==> src/rtl/ias_pkg.sv <==
package ias_pkg;
  typedef enum logic [1:0] {
    IDX_S    = 2'd0,
    IDX_X    = 2'd1,
    IDX_Y    = 2'd2,
    IDX_ZERO = 2'd3
  } idx_sel_e;

  typedef enum logic [1:0] {
    ST_IDLE = 2'd0,
    ST_PTR  = 2'd1,
    ST_OPND = 2'd2,
    ST_RESP = 2'd3
  } seq_state_e;

  typedef struct packed {
    logic indirect;
    logic byte_w;
    logic store;
  } acc_kind_t;
endpackage

==> src/rtl/ias_index_sel.sv <==
module ias_index_sel
  import ias_pkg::*;
#(
  parameter int AW = 16
) (
  input  logic [1:0]    sel,
  input  logic [AW-1:0] val_s,
  input  logic [AW-1:0] val_x,
  input  logic [AW-1:0] val_y,
  output logic [AW-1:0] val_out
);
  always_comb begin
    case (idx_sel_e'(sel))
      IDX_S:   val_out = val_s;
      IDX_X:   val_out = val_x;
      IDX_Y:   val_out = val_y;
      default: val_out = '0;
    endcase
  end
endmodule

==> src/rtl/ias_lane.sv <==
module ias_lane #(
  parameter int DW = 16
) (
  input  logic          byte_w,
  input  logic          hi_lane,
  input  logic [DW-1:0] wr_in,
  input  logic [DW-1:0] rd_in,
  output logic [1:0]    be,
  output logic [DW-1:0] wr_out,
  output logic [DW-1:0] rd_out
);
  localparam int BW = DW / 2;

  logic [BW-1:0] rd_byte;

  // Byte stores replicate the low byte into every lane; the enable picks the lane.
  for (genvar i = 0; i < 2; i++) begin : g_lane
    assign wr_out[i*BW +: BW] = byte_w ? wr_in[BW-1:0] : wr_in[i*BW +: BW];
  end

  assign rd_byte = hi_lane ? rd_in[DW-1:BW] : rd_in[BW-1:0];
  assign rd_out  = byte_w ? {{(DW-BW){1'b0}}, rd_byte} : rd_in;
  assign be      = byte_w ? (hi_lane ? 2'b10 : 2'b01) : 2'b11;
endmodule

==> src/rtl/ias_ctrl.sv <==
module ias_ctrl
  import ias_pkg::*;
#(
  parameter int AW = 16,
  parameter int DW = 16
) (
  input  logic          clk,
  input  logic          rst_n,
  input  logic          cmd_valid,
  output logic          cmd_ready,
  input  logic          cmd_indirect,
  input  logic          cmd_byte,
  input  logic          cmd_store,
  input  logic [AW-1:0] base_val,
  input  logic [AW-1:0] post_val,
  input  logic [AW-1:0] cmd_offset,
  input  logic [DW-1:0] cmd_wdata,
  output logic          mem_req,
  output logic          mem_we,
  output logic [AW-1:0] mem_addr,
  output logic [1:0]    mem_be,
  output logic [DW-1:0] mem_wdata,
  input  logic          mem_done,
  input  logic [DW-1:0] mem_rdata,
  output logic          res_valid,
  input  logic          res_ready,
  output logic [DW-1:0] res_data,
  output logic          busy
);
  seq_state_e    state_q;
  acc_kind_t     kind_q;
  logic [AW-1:0] addr_q;
  logic [AW-1:0] post_q;
  logic [DW-1:0] wdata_q;
  logic [DW-1:0] res_q;
  logic [1:0]    lane_be;
  logic [DW-1:0] lane_wr;
  logic [DW-1:0] lane_rd;
  logic          accept;

  ias_lane #(.DW(DW)) u_lane (
    .byte_w (kind_q.byte_w),
    .hi_lane(addr_q[0]),
    .wr_in  (wdata_q),
    .rd_in  (mem_rdata),
    .be     (lane_be),
    .wr_out (lane_wr),
    .rd_out (lane_rd)
  );

  assign cmd_ready = (state_q == ST_IDLE);
  assign accept    = cmd_valid && cmd_ready;

  always_ff @(posedge clk) begin
    if (!rst_n) begin
      state_q <= ST_IDLE;
      kind_q  <= '0;
      addr_q  <= '0;
      post_q  <= '0;
      wdata_q <= '0;
      res_q   <= '0;
    end else begin
      case (state_q)
        ST_IDLE: if (accept) begin
          addr_q  <= base_val + cmd_offset;
          post_q  <= post_val;
          wdata_q <= cmd_wdata;
          kind_q  <= '{indirect: cmd_indirect, byte_w: cmd_byte, store: cmd_store};
          state_q <= cmd_indirect ? ST_PTR : ST_OPND;
        end
        ST_PTR: if (mem_done) begin
          addr_q  <= AW'(mem_rdata) + post_q;
          state_q <= ST_OPND;
        end
        ST_OPND: if (mem_done) begin
          if (kind_q.store) begin
            state_q <= ST_IDLE;
          end else begin
            res_q   <= lane_rd;
            state_q <= ST_RESP;
          end
        end
        default: if (res_ready) state_q <= ST_IDLE;
      endcase
    end
  end

  assign mem_req   = (state_q == ST_PTR) || (state_q == ST_OPND);
  assign mem_we    = (state_q == ST_OPND) && kind_q.store;
  assign mem_addr  = addr_q;
  assign mem_be    = (state_q == ST_PTR) ? 2'b11 : lane_be;
  assign mem_wdata = lane_wr;
  assign res_valid = (state_q == ST_RESP);
  assign res_data  = res_q;
  assign busy      = (state_q != ST_IDLE);

  // request and its fields held until done
  a_r8_req_held: assert property (@(posedge clk) disable iff (!rst_n)
    (mem_req && !mem_done) |=> (mem_req && $stable(mem_addr) && $stable(mem_we)
                                && $stable(mem_be) && $stable(mem_wdata)));

  // enables are never empty while requesting
  a_r5_be_legal: assert property (@(posedge clk) disable iff (!rst_n)
    mem_req |-> ($countones(mem_be) != 0));

  // the pointer phase completes into a read-only transition to the operand phase
  a_r4_ptr_then_opnd: assert property (@(posedge clk) disable iff (!rst_n)
    (state_q == ST_PTR && mem_done) |=> (mem_req && state_q == ST_OPND));

  // the pointer read is a full-word read
  a_r4_ptr_read_word: assert property (@(posedge clk) disable iff (!rst_n)
    (state_q == ST_PTR) |-> (!mem_we && mem_be == 2'b11));

  // a completed store retires with no result beat
  a_r7_store_retires: assert property (@(posedge clk) disable iff (!rst_n)
    (mem_req && mem_we && mem_done) |=> (!res_valid && !busy));

  // result held under back-pressure
  a_r9_res_held: assert property (@(posedge clk) disable iff (!rst_n)
    (res_valid && !res_ready) |=> (res_valid && $stable(res_data)));

  // ready only when nothing is in flight
  a_r9_ready_idle: assert property (@(posedge clk) disable iff (!rst_n)
    cmd_ready |-> (!mem_req && !res_valid));
endmodule

==> src/rtl/idx_addr_seq.sv <==
module idx_addr_seq #(
  parameter int AW = 16,
  parameter int DW = 16
) (
  input  logic          clk,
  input  logic          rst_n,
  input  logic          cmd_valid,
  output logic          cmd_ready,
  input  logic          cmd_indirect,
  input  logic          cmd_byte,
  input  logic          cmd_store,
  input  logic [1:0]    cmd_base,
  input  logic [1:0]    cmd_post,
  input  logic [AW-1:0] cmd_offset,
  input  logic [DW-1:0] cmd_wdata,
  input  logic [AW-1:0] reg_s,
  input  logic [AW-1:0] reg_x,
  input  logic [AW-1:0] reg_y,
  output logic          mem_req,
  output logic          mem_we,
  output logic [AW-1:0] mem_addr,
  output logic [1:0]    mem_be,
  output logic [DW-1:0] mem_wdata,
  input  logic          mem_done,
  input  logic [DW-1:0] mem_rdata,
  output logic          res_valid,
  input  logic          res_ready,
  output logic [DW-1:0] res_data,
  output logic          busy
);
  localparam int NSEL = 2;

  logic [1:0]    sel_v [NSEL];
  logic [AW-1:0] idx_v [NSEL];

  assign sel_v[0] = cmd_base;
  assign sel_v[1] = cmd_post;

  for (genvar k = 0; k < NSEL; k++) begin : g_sel
    ias_index_sel #(.AW(AW)) u_sel (
      .sel    (sel_v[k]),
      .val_s  (reg_s),
      .val_x  (reg_x),
      .val_y  (reg_y),
      .val_out(idx_v[k])
    );
  end

  ias_ctrl #(.AW(AW), .DW(DW)) u_ctrl (
    .clk         (clk),
    .rst_n       (rst_n),
    .cmd_valid   (cmd_valid),
    .cmd_ready   (cmd_ready),
    .cmd_indirect(cmd_indirect),
    .cmd_byte    (cmd_byte),
    .cmd_store   (cmd_store),
    .base_val    (idx_v[0]),
    .post_val    (idx_v[1]),
    .cmd_offset  (cmd_offset),
    .cmd_wdata   (cmd_wdata),
    .mem_req     (mem_req),
    .mem_we      (mem_we),
    .mem_addr    (mem_addr),
    .mem_be      (mem_be),
    .mem_wdata   (mem_wdata),
    .mem_done    (mem_done),
    .mem_rdata   (mem_rdata),
    .res_valid   (res_valid),
    .res_ready   (res_ready),
    .res_data    (res_data),
    .busy        (busy)
  );
endmodule

==> config.mk <==
export PLATFORM = sky130hd
export DESIGN_NAME = idx_addr_seq
export DESIGN_NICKNAME = d
export VERILOG_FILES = /design/src/rtl/ias_pkg.sv /design/src/rtl/ias_index_sel.sv /design/src/rtl/ias_lane.sv /design/src/rtl/ias_ctrl.sv /design/src/rtl/idx_addr_seq.sv
export SDC_FILE = /design/constraint.sdc
export NUM_CORES = 1
export LEC_CHECK = 0
export BUFFER_PORTS_ARGS = -buffer_cell sky130_fd_sc_hd__buf_2
export CORE_MARGIN = 2
export CORE_UTILIZATION = 47
export DETAILED_ROUTE_END_ITERATION = 10
export PLACE_DENSITY = 0.79
export REMOVE_ABC_BUFFERS = 1
export SLEW_MARGIN = 0
export SYNTH_ARGS = -nofsm -noshare
export SYNTH_HDL_FRONTEND = slang
export SYNTH_SLANG_ARGS = --single-unit
export TNS_END_PERCENT = 50
==> constraint.sdc <==
create_clock -name clk -period 3.2 [get_ports clk]
set_input_delay 0.64 -clock clk [delete_from_list [all_inputs] [get_ports clk]]
set_output_delay 0.64 -clock clk [all_outputs]
set_load 0.05 [all_outputs]
==> impl_metrics.env, run 1 <==
export IMPL_status="finished clean"
export IMPL_synth_largest_area_cell="dfxtp_1"
export IMPL_grt_ovfl_total=0
export IMPL_cts_buffer_depth=2
export IMPL_dieHeight_um=107.6
export IMPL_root_buffer="clkbuf_8"
export IMPL_num_vias=5344
export IMPL_finClkSkew_ps=6.181
export IMPL_yosysUniqueCellTypes=56
export IMPL_hold_class="reg -> reg"
export IMPL_rsz0062_at_grt="false"
export IMPL_rows=37
export IMPL_path_cells="buf_2 > nor2b_1 > nand2_1 > o21ai_0 > ha_1 > inv_1 > fa_1 > nor2b_1 > o211ai_1 > a211oi_2 > a31oi_1 > xor2_1 > a211oi_1"
export IMPL_synthCells=654
export IMPL_grt_max_degree=37
export IMPL_synth_area_top_cells="dfxtp_1 27%, ha_1 8.4%, mux2i_1 7.7%"
export IMPL_syn2layout_area_growth_pct=20.20
export IMPL_fin_crit_ps=2849
export IMPL_wl_met2_um=6904
export IMPL_worst_slew_pin_slew_ps=767.5
export IMPL_cts_buffers=9
export IMPL_cpMostUsedCell="nor2b_1"
export IMPL_max_cap_violations=0
export IMPL_max_stage_delay_ps=410
export IMPL_clock_sinks=68
export IMPL_dpl_hpwl_um=11780
export IMPL_totalWireLength_um=14900
export IMPL_synth_seq_cells=68
export IMPL_period_share_pct=89.04
export IMPL_wl_met3_um=1208
export IMPL_cts_resized_gates=0
export IMPL_end_kind="flop"
export IMPL_antenna_found_initial=0
export IMPL_critPathTopFamily="compound AO/OA/AOI/OAI gates"
export IMPL_cts_tree="yes"
export IMPL_grt_pass1_wl_um=23410
export IMPL_setup_viol=0
export IMPL_ys_warnings_count=0
export IMPL_synth_top_area_share_pct=27.00
export IMPL_drt_pass1_iter_count=5
export IMPL_ant_nets=0
export IMPL_htreeDepth=3
export IMPL_final_util_pct=58.45
export IMPL_synth_ff_type="dfxtp_1"
export IMPL_synthTopCellsByCount="93 x nand2_1, 68 x dfxtp_1, 65 x nor2_1"
export IMPL_power_density_nw_per_um2=772.5
export IMPL_slew_viol_final=0
export IMPL_drt_iter0_markers=333
export IMPL_first_global_vias=4781
export IMPL_nets=929
export IMPL_clk_pin_slew_ps=70
export IMPL_cp_data_required_time_ps=3460
export IMPL_gp_congestion=0.9242
export IMPL_path_buf_inv=2
export IMPL_hold_violations=0
export IMPL_tns_ps=0
export IMPL_fin_cells=926
export IMPL_dr_max_layer_used="met4"
export IMPL_p_leak_nw=2.776
export IMPL_insertedDiodeCount=0
export IMPL_hold_buffers=0
export IMPL_num_fill_cells=984
export IMPL_crit_slowest_cell="fa_1"
export IMPL_synth_most_common_cell="nand2_1"
export IMPL_io_buffers=162
export IMPL_slew_limit_headroom_pct=48.83
export IMPL_netlist_area_um2=5042
export IMPL_cp_arrival_ps=3100
export IMPL_die_area_um2=11570
export IMPL_crit_fanout=5
export IMPL_cp_start_kind="input port"
export IMPL_start_util_pct=48.62
export IMPL_die_x_um=107.6
export IMPL_vdd_ir_drop_max_mv=0.3801
export IMPL_routedWlPerCell_um=16.09
export IMPL_core_um2=10370
export IMPL_path_class="in -> reg"
export IMPL_met1_length_um=6585
export IMPL_avgSynthCellArea_um2=7.710
export IMPL_drive_above_1_share_pct=26.58
export IMPL_fmax_ghz=0.3510
export IMPL_post_cts_buffers=0
export IMPL_synth_edf_count=0
export IMPL_async_flop_share_pct=0
export IMPL_pin_count=163
export IMPL_clk_insertion_delay_late_ps=350
export IMPL_dp_cells=910
export IMPL_drc=0
export IMPL_avgViaCountPerCell=5.771
export IMPL_track_usage_pct=25.10
export IMPL_yosysSeqAreaShare_pct=27.00
==> final timing paths <==
check        cells past startpoint  slack, ps                start             endpoint
min reg2reg                      2        460  u_ctrl.res_data[12]  u_ctrl.res_data[12]
min                              2        460  u_ctrl.res_data[12]  u_ctrl.res_data[12]
max reg2reg                      9        740     u_ctrl.post_q[0]  u_ctrl.mem_addr[14]
max                             13        350          cmd_base[0]  u_ctrl.mem_addr[10]
==> sequential cells by signal (all words and copies together), names as in the netlist <==
signal	flops
u_ctrl.kind_q	2
u_ctrl.mem_addr	16
u_ctrl.post_q	16
u_ctrl.res_data	16
u_ctrl.state_q	2
u_ctrl.wdata_q	16
==> area by class of cell <==
class                      instances  area (um^2)  share of cell area, %
clock buffer                       9        123.9                  2.044
clock inverter                     7        91.34                  1.507
inverter                          10        37.54                 0.6193
multi-input combinational        522         3376                  55.70
sequential                        68         1361                  22.46
tap                              136        170.2                  2.808
timing repair buffer             174        900.9                  14.86
==> metrics by stage <==
| step | hold WS (ps) | total power, mW | area (um^2) | worst slack, ps |
|---|---|---|---|---|
| final | 455.7 | 4.682 | 6061 | 350.6 |
| after global routing | 466.8 | 4.968 | 6061 | 108.0 |
| after CTS | 451.1 | 4.670 | 6061 | 369.0 |
| after detailed placement | 441.5 | 3.903 | 5846 | 6.362 |
| after global placement | 437.5 | 3.837 | 5846 | 157.1 |
| after floorplan | 433.8 | 3.172 | 4775 | 39.53 |
==> cells by family (layout without fill, tap and decap cells) <==
kind of cell	Yosys count	after routing	share of synthesized area [%]
AND/OR/NAND/NOR	236	236	21.27
AO/OA/AOI/OAI	180	180	22.88
flip-flops	68	68	27.00
buffers and inverters	64	200	6.055
multiplexers	48	48	9.752
adder cells (fa/ha/maj)	36	36	9.231
XOR/XNOR	22	22	3.821
==> placed cells by master (no fill, tap or decap), types with 3 or more instances in the layout <==
master / count
mux2_2: 9
nand3b_1: 9
a31oi_1: 5
clkinv_2: 3
mux2i_1: 39
a211oi_1: 27
a21o_1: 6
xnor2_1: 12
or3_1: 5
nor3_1: 18
ha_1: 34
and2_1: 5
xor2_1: 10
o21ai_0: 40
nand4_1: 3
buf_2: 162
buf_4: 12
nor2b_1: 10
o21a_1: 6
o211ai_1: 5
dfxtp_1: 68
a311oi_1: 10
nand2_1: 93
a21oi_1: 60
inv_1: 9
a221oi_1: 4
nand3_1: 13
nor2_1: 65
clkbuf_8: 9
==> worst register-to-register path: cells and delay by family (launching register included) <==
kind / cells / cell delay, ps
mux: 1 / 310
flops: 1 / 360
compound gates: 4 / 790
fa+ha+maj: 2 / 580
simple gates: 1 / 260
buf+inv: 1 / 60
==> where the power goes <==
group          total [mW]  internal (mW)  switching [mW]
Sequential           1.26           1.08           0.173
Clock               0.765          0.435           0.330
Combinational        2.66          0.836            1.83
==> per-layer routing <==
layer / GRT usage, % / vias to the layer above
met3: 3.995 / 17
met4: 6.685 / 0
met1: 33.87 / 2456
met2: 41.60 / 268
met5: 0 / -
li1: - / 2603
No activity file was read; power rests on OpenSTA's default activity.
==> run 2: changes to the inputs <==
--- a/config.mk
+++ b/config.mk
@@ -7,9 +7,9 @@
 export LEC_CHECK = 0
 export BUFFER_PORTS_ARGS = -buffer_cell sky130_fd_sc_hd__buf_2
 export CORE_MARGIN = 2
-export CORE_UTILIZATION = 47
+export CORE_UTILIZATION = 50
 export DETAILED_ROUTE_END_ITERATION = 10
-export PLACE_DENSITY = 0.79
+export PLACE_DENSITY = 0.8
 export REMOVE_ABC_BUFFERS = 1
 export SLEW_MARGIN = 0
 export SYNTH_ARGS = -nofsm -noshare
==> constraint.sdc (replaced) <==
create_clock -name clk -period 3.1 [get_ports clk]
set_input_delay 0.62 -clock clk [delete_from_list [all_inputs] [get_ports clk]]
set_output_delay 0.62 -clock clk [all_outputs]
set_load 0.05 [all_outputs]
==> run 2 against run 1 <==
Clock-buffer cell count is the same. Global-route usage is 1.7 points higher. Core utilization up 4.2 points. Total power up 5.5%. Final cell count grew 0.22%. Hold slack worse by 4.6 ps. Sequential power is essentially flat. Register-to-register slack got worse by 70 ps. Sequential share of layout area down 0.24 points. Critical path depth decreased by 2. Die area decreased by 5.8%. Highest routed layer unchanged.
==> impl_metrics.env, run 2 (synthesis gave the netlist of run 1 again) <==
export IMPL_status="finished clean"
export IMPL_max_cap_violations=0
export IMPL_period_share_pct=90.22
export IMPL_final_cell_mix="162 x buf_2, 93 x nand2_1, 68 x dfxtp_1"
export IMPL_antenna_found_initial=0
export IMPL_routedWlPerCell_um=15.80
export IMPL_total_power_mw=4.942
export IMPL_drive_above_1_share_pct=27.04
export IMPL_drt_iter0_markers=276
export IMPL_dieHeight_um=104.4
export IMPL_cp_arrival_ps=3080
export IMPL_min_from="u_ctrl.res_data[10]"
export IMPL_totalWireLength_um=14660
export IMPL_path_buf_inv=2
export IMPL_grt_pass1_wl_um=24140
export IMPL_clk_insertion_delay_late_ps=360
export IMPL_nets=934
export IMPL_p_leak_nw=2.811
export IMPL_dpl_hpwl_um=11570
export IMPL_dpl_cell_area_um2=5879
export IMPL_rrSetupSlack_ps=670
export IMPL_rr_startpoint="u_ctrl.post_q[0]"
export IMPL_rsz0062_at_grt="false"
export IMPL_slew_viol_final=0
export IMPL_power_density_nw_per_um2=806.5
export IMPL_ff2ff_path_depth=9
export IMPL_cp_start_kind="input port"
export IMPL_hold_buffers=0
export IMPL_die_area_um2=10900
export IMPL_rows=36
export IMPL_design_area_um2=6127
export IMPL_critPathTopFamily="compound AO/OA/AOI/OAI gates"
export IMPL_ant_nets=0
export IMPL_slew_limit_headroom_pct=25.12
export IMPL_end_kind="flop"
export IMPL_num_vias=5234
export IMPL_grt_busiest_layer="met2"
export IMPL_finClkSkew_ps=11.09
export IMPL_path_cells="buf_2 > buf_4 > mux2i_1 > o21ai_0 > ha_1 > nor2b_1 > o211ai_1 > a211oi_2 > a31oi_1 > xor2_1 > a211oi_1"
export IMPL_worst_path_stages=11
export IMPL_cp_data_required_time_ps=3380
export IMPL_drc=0
export IMPL_fin_crit_ps=2797
export IMPL_drt_pass1_iter_count=5
export IMPL_setup_viol=0
export IMPL_start_util_pct=51.59
export IMPL_grt_use_met3_pct=3.321
export IMPL_gp_congestion=0.9264
export IMPL_die_x_um=104.4
export IMPL_final_util_pct=62.69
export IMPL_cts_tree="yes"
export IMPL_hold_violations=0
export IMPL_holdPathEnd="u_ctrl.res_data[10]"
export IMPL_grt_max_degree=38
export IMPL_tns_ps=0
export IMPL_grt_ovfl_total=0
export IMPL_hold_class="reg -> reg"
export IMPL_crit_fanout=14
export IMPL_post_cts_buffers=0
export IMPL_insertedDiodeCount=0
export IMPL_use_met2_pct=45.14
export IMPL_regToRegEndpoint="u_ctrl.mem_addr[14]"
export IMPL_fmax_ghz=0.3575
export IMPL_clock_sinks=68
export IMPL_final_common_cell="buf_2"
export IMPL_pin_count=163
export IMPL_root_buffer="clkbuf_8"
export IMPL_cts_buffers=9
export IMPL_syn2layout_area_growth_pct=21.51
export IMPL_avgViaCountPerCell=5.640
export IMPL_path_class="in -> reg"
export IMPL_htreeDepth=3
export IMPL_track_usage_pct=26.83
export IMPL_worstHoldPathCells=2
export IMPL_max_stage_delay_ps=430
export IMPL_cts_buffer_depth=2
export IMPL_first_global_vias=5030
export IMPL_worst_slew_pin_slew_ps=1121
export IMPL_crit_slowest_cell="a211oi_2"
export IMPL_use_met1_pct=34.85
export IMPL_io_buffers=162
export IMPL_vdd_ir_drop_max_mv=0.4488
export IMPL_core_um2=9774
export IMPL_clk_pin_slew_ps=80
export IMPL_num_fill_cells=910
export IMPL_cts_resized_gates=0
run 2: metrics by stage:
| stage | std cells | hold WS (ps) | setup WS [ps] |
|---|---|---|---|
| after floorplan | 600 | 433.8 | -40.47 |
| after global placement | 912 | 438.4 | 80.72 |
| after detailed placement | 912 | 443.2 | -59.38 |
| after CTS | 928 | 452.8 | 321.6 |
| after global routing | 928 | 471.4 | 113.5 |
| final | 928 | 451.1 | 303.1 |
run 2: worst register-to-register path, stage by stage (launching register included):
cell and delay [ps]:
dfxtp_1 360, ha_1 190, inv_1 60, fa_1 410
nor2b_1 220, o211ai_1 130, a21oi_1 270, o21ai_0 180
mux2_2 310, a211oi_1 220
run 2: worst max path at each step:
stage,from,to,slack (ps)
floorplan,cmd_base[0],u_ctrl.mem_addr[8],-40
global placement,cmd_base[1],u_ctrl.mem_addr[10],80
detailed placement,cmd_base[1],u_ctrl.mem_addr[10],-60
CTS,cmd_base[1],u_ctrl.mem_addr[10],320
global route,cmd_base[1],u_ctrl.mem_addr[8],110
finish,cmd_base[1],u_ctrl.mem_addr[10],300
run 2: layer usage:
layer	up-vias	share of wire, %
met5	-	0
li1	2608	-
met3	29	6.4
met2	231	47
met1	2366	44
met4	0	2.6
run 2: where the power goes:
part | internal [mW] | switching (mW) | leakage [nW]
combinational | 0.870 | 1.88 | 2.13
sequential | 1.12 | 0.168 | 0.559
clock | 0.539 | 0.364 | 0.120
run 2: area by class of cell:
type	instances	area (um^2)	area share (%)
Inverter	10	37.54	0.6126
Multi-Input combinational cell	522	3376	55.09
Tap cell	133	166.4	2.716
Timing Repair Buffer	179	938.4	15.32
Clock inverter	7	123.9	2.022
Sequential cell	68	1361	22.22
Clock buffer	9	123.9	2.022
==> run 3: changes to the inputs <==
--- a/config.mk
+++ b/config.mk
@@ -6,6 +6,7 @@
 export NUM_CORES = 1
 export LEC_CHECK = 0
 export BUFFER_PORTS_ARGS = -buffer_cell sky130_fd_sc_hd__buf_2
+export CORE_ASPECT_RATIO = 1.5
 export CORE_MARGIN = 2
 export CORE_UTILIZATION = 50
 export DETAILED_ROUTE_END_ITERATION = 10
==> constraint.sdc (replaced) <==
create_clock -name clk -period 2.74 [get_ports clk]
set_input_delay 0.548 -clock clk [delete_from_list [all_inputs] [get_ports clk]]
set_output_delay 0.548 -clock clk [all_outputs]
set_load 0.05 [all_outputs]
==> run 3 against run 2 <==
Hold slack got worse by 6.8 ps. Clock skew shrank 3.7 ps. Largest cell class unchanged. Clock power up 27%. Highest routed layer unchanged. Final cell count grew 0.86%. Total power increased by 18%. Combinational power up 18%. Critical path type unchanged.
==> impl_metrics.env, run 3 (synthesis gave the netlist of run 1 again) <==
export IMPL_status="finished clean"
export IMPL_rows=44
export IMPL_clk_pin_slew_ps=60
export IMPL_fmax_ghz=0.3746
export IMPL_multi_input_area_um2=3411
export IMPL_cts_tree="yes"
export IMPL_finClkSkew_ps=7.437
export IMPL_cp_arrival_ps=2880
export IMPL_core_um2=9744
export IMPL_cp_start_kind="input port"
export IMPL_max_cap_violations=0
export IMPL_slew_viol_final=0
export IMPL_post_cts_buffers=0
export IMPL_gp_congestion=0.9042
export IMPL_place_ws_ps=-346.2
export IMPL_path_buf_inv=3
export IMPL_p_leak_nw=2.992
export IMPL_rsz0062_at_grt="true"
export IMPL_max_stage_delay_ps=310
export IMPL_syn2layout_area_growth_pct=26.90
export IMPL_start_util_pct=51.75
export IMPL_grt_max_degree=37
export IMPL_hold_buffers=0
export IMPL_drt_iter0_markers=246
export IMPL_drc=0
export IMPL_clk_insertion_delay_late_ps=330
export IMPL_dpl_cell_area_um2=6065
export IMPL_path_cells="buf_2 > buf_4 > buf_12 > mux2i_1 > o21ai_0 > ha_1 > a21o_1 > a211oi_1 > a2bb2oi_1 > o41ai_4 > xnor2_1 > a211oi_2"
export IMPL_cts_buffer_depth=2
export IMPL_totalWireLength_um=15150
export IMPL_hold_violations=0
export IMPL_insertedDiodeCount=0
export IMPL_num_vias=5450
export IMPL_final_cell_mix="162 x buf_2, 93 x nand2_1, 68 x dfxtp_1"
export IMPL_clock_sinks=68
export IMPL_period_share_pct=97.44
export IMPL_track_usage_pct=26.96
export IMPL_end_kind="flop"
export IMPL_drt_pass1_iter_count=5
export IMPL_root_buffer="clkbuf_16"
export IMPL_cts_buffers=9
export IMPL_grt_pass1_wl_um=23670
export IMPL_dieHeight_um=127.0
export IMPL_fin_cells=936
export IMPL_final_common_cell="buf_2"
export IMPL_routedWlPerCell_um=16.19
export IMPL_first_global_vias=5266
export IMPL_vdd_ir_drop_max_mv=0.5550
export IMPL_rr_startpoint="u_ctrl.post_q[0]"
export IMPL_avgViaCountPerCell=5.823
export IMPL_io_buffers=162
export IMPL_htreeDepth=3
export IMPL_power_density_nw_per_um2=911.3
export IMPL_num_fill_cells=847
export IMPL_dpl_hpwl_um=12000
export IMPL_die_x_um=86.00
export IMPL_critPathTopFamily="compound AO/OA/AOI/OAI gates"
export IMPL_hold_class="reg -> reg"
export IMPL_design_area_um2=6399
export IMPL_path_class="in -> reg"
export IMPL_seqCellArea_um2=1361
export IMPL_ant_nets=0
export IMPL_pin_count=163
export IMPL_drive_above_1_share_pct=30.09
export IMPL_antenna_found_initial=0
export IMPL_min_from="u_ctrl.res_data[11]"
export IMPL_worst_slew_pin_slew_ps=1151
export IMPL_die_area_um2=10920
export IMPL_setup_viol=0
export IMPL_finalWorstSetupSlack_ps=70.20
export IMPL_tns_ps=0
export IMPL_dp_cells=920
export IMPL_crit_fanout=11
export IMPL_crit_slowest_cell="ha_1"
export IMPL_slew_limit_headroom_pct=23.11
export IMPL_nets=960
export IMPL_grt_ovfl_total=0
export IMPL_cp_data_required_time_ps=2950
export IMPL_fin_crit_ps=2670
export IMPL_cp_startpoint="cmd_base[1]"
[run 3: through the flow]
stage / power (mW) / utilization (%) / hold slack [ps]
floorplan: 3.705 / - / 433.8
global placement: 4.565 / 62.24 / 436.1
detailed placement: 4.647 / 62.24 / 443.2
CTS: 5.812 / 65.31 / 442.6
global route: 6.166 / 65.67 / 447.3
finish: 5.831 / 65.67 / 444.3
[run 3: worst register-to-register path, stage by stage (launching register included)]
cell      delay, ps
dfxtp_1         350
ha_1            190
inv_1            60
fa_1            400
nor2b_1         190
o211ai_1        120
a21oi_1         270
o21ai_0         190
mux2_2          320
a211oi_1        230
[run 3: area by class of cell]
class	count	share of cell area (%)
flip-flops and latches	68	21.27
well taps	115	2.249
clock inverters	7	1.154
inverters	10	0.5866
repair buffers	205	17.91
multi-input cells	522	53.30
clock buffers	9	3.520
[run 3: report_power, final]
group | leakage, nW | switching, mW | internal (mW) | total (mW)
logic | 2.29 | 2.18 | 1.06 | 3.24
registers | 0.559 | 0.181 | 1.27 | 1.45
clock network | 0.146 | 0.438 | 0.708 | 1.15
[run 3: final timing paths]
| check | end | slack, ps | cells after the start |
|---|---|---|---|
| max | u_ctrl.mem_addr[15] | 70 | 12 |
| min | u_ctrl.res_data[11] | 440 | 2 |
| max reg2reg | u_ctrl.mem_addr[14] | 340 | 9 |
| min reg2reg | u_ctrl.res_data[11] | 440 | 2 |
[run 3: routing by layer]
metal / vias up / share of wire (%) / global-route usage (%)
met5: - / 0 / 0
met4: 0 / 3.2 / 11.58
met3: 36 / 5.0 / 4.651
met2: 208 / 53 / 50.62
met1: 2544 / 39 / 28.87
li1: 2662 / - / -
[run 3: repair_timing]
item | CTS | global route
setup endpoints to repair | 0 | 7
hold endpoints to repair | 0 | 0
gates resized for setup | 0 | 8
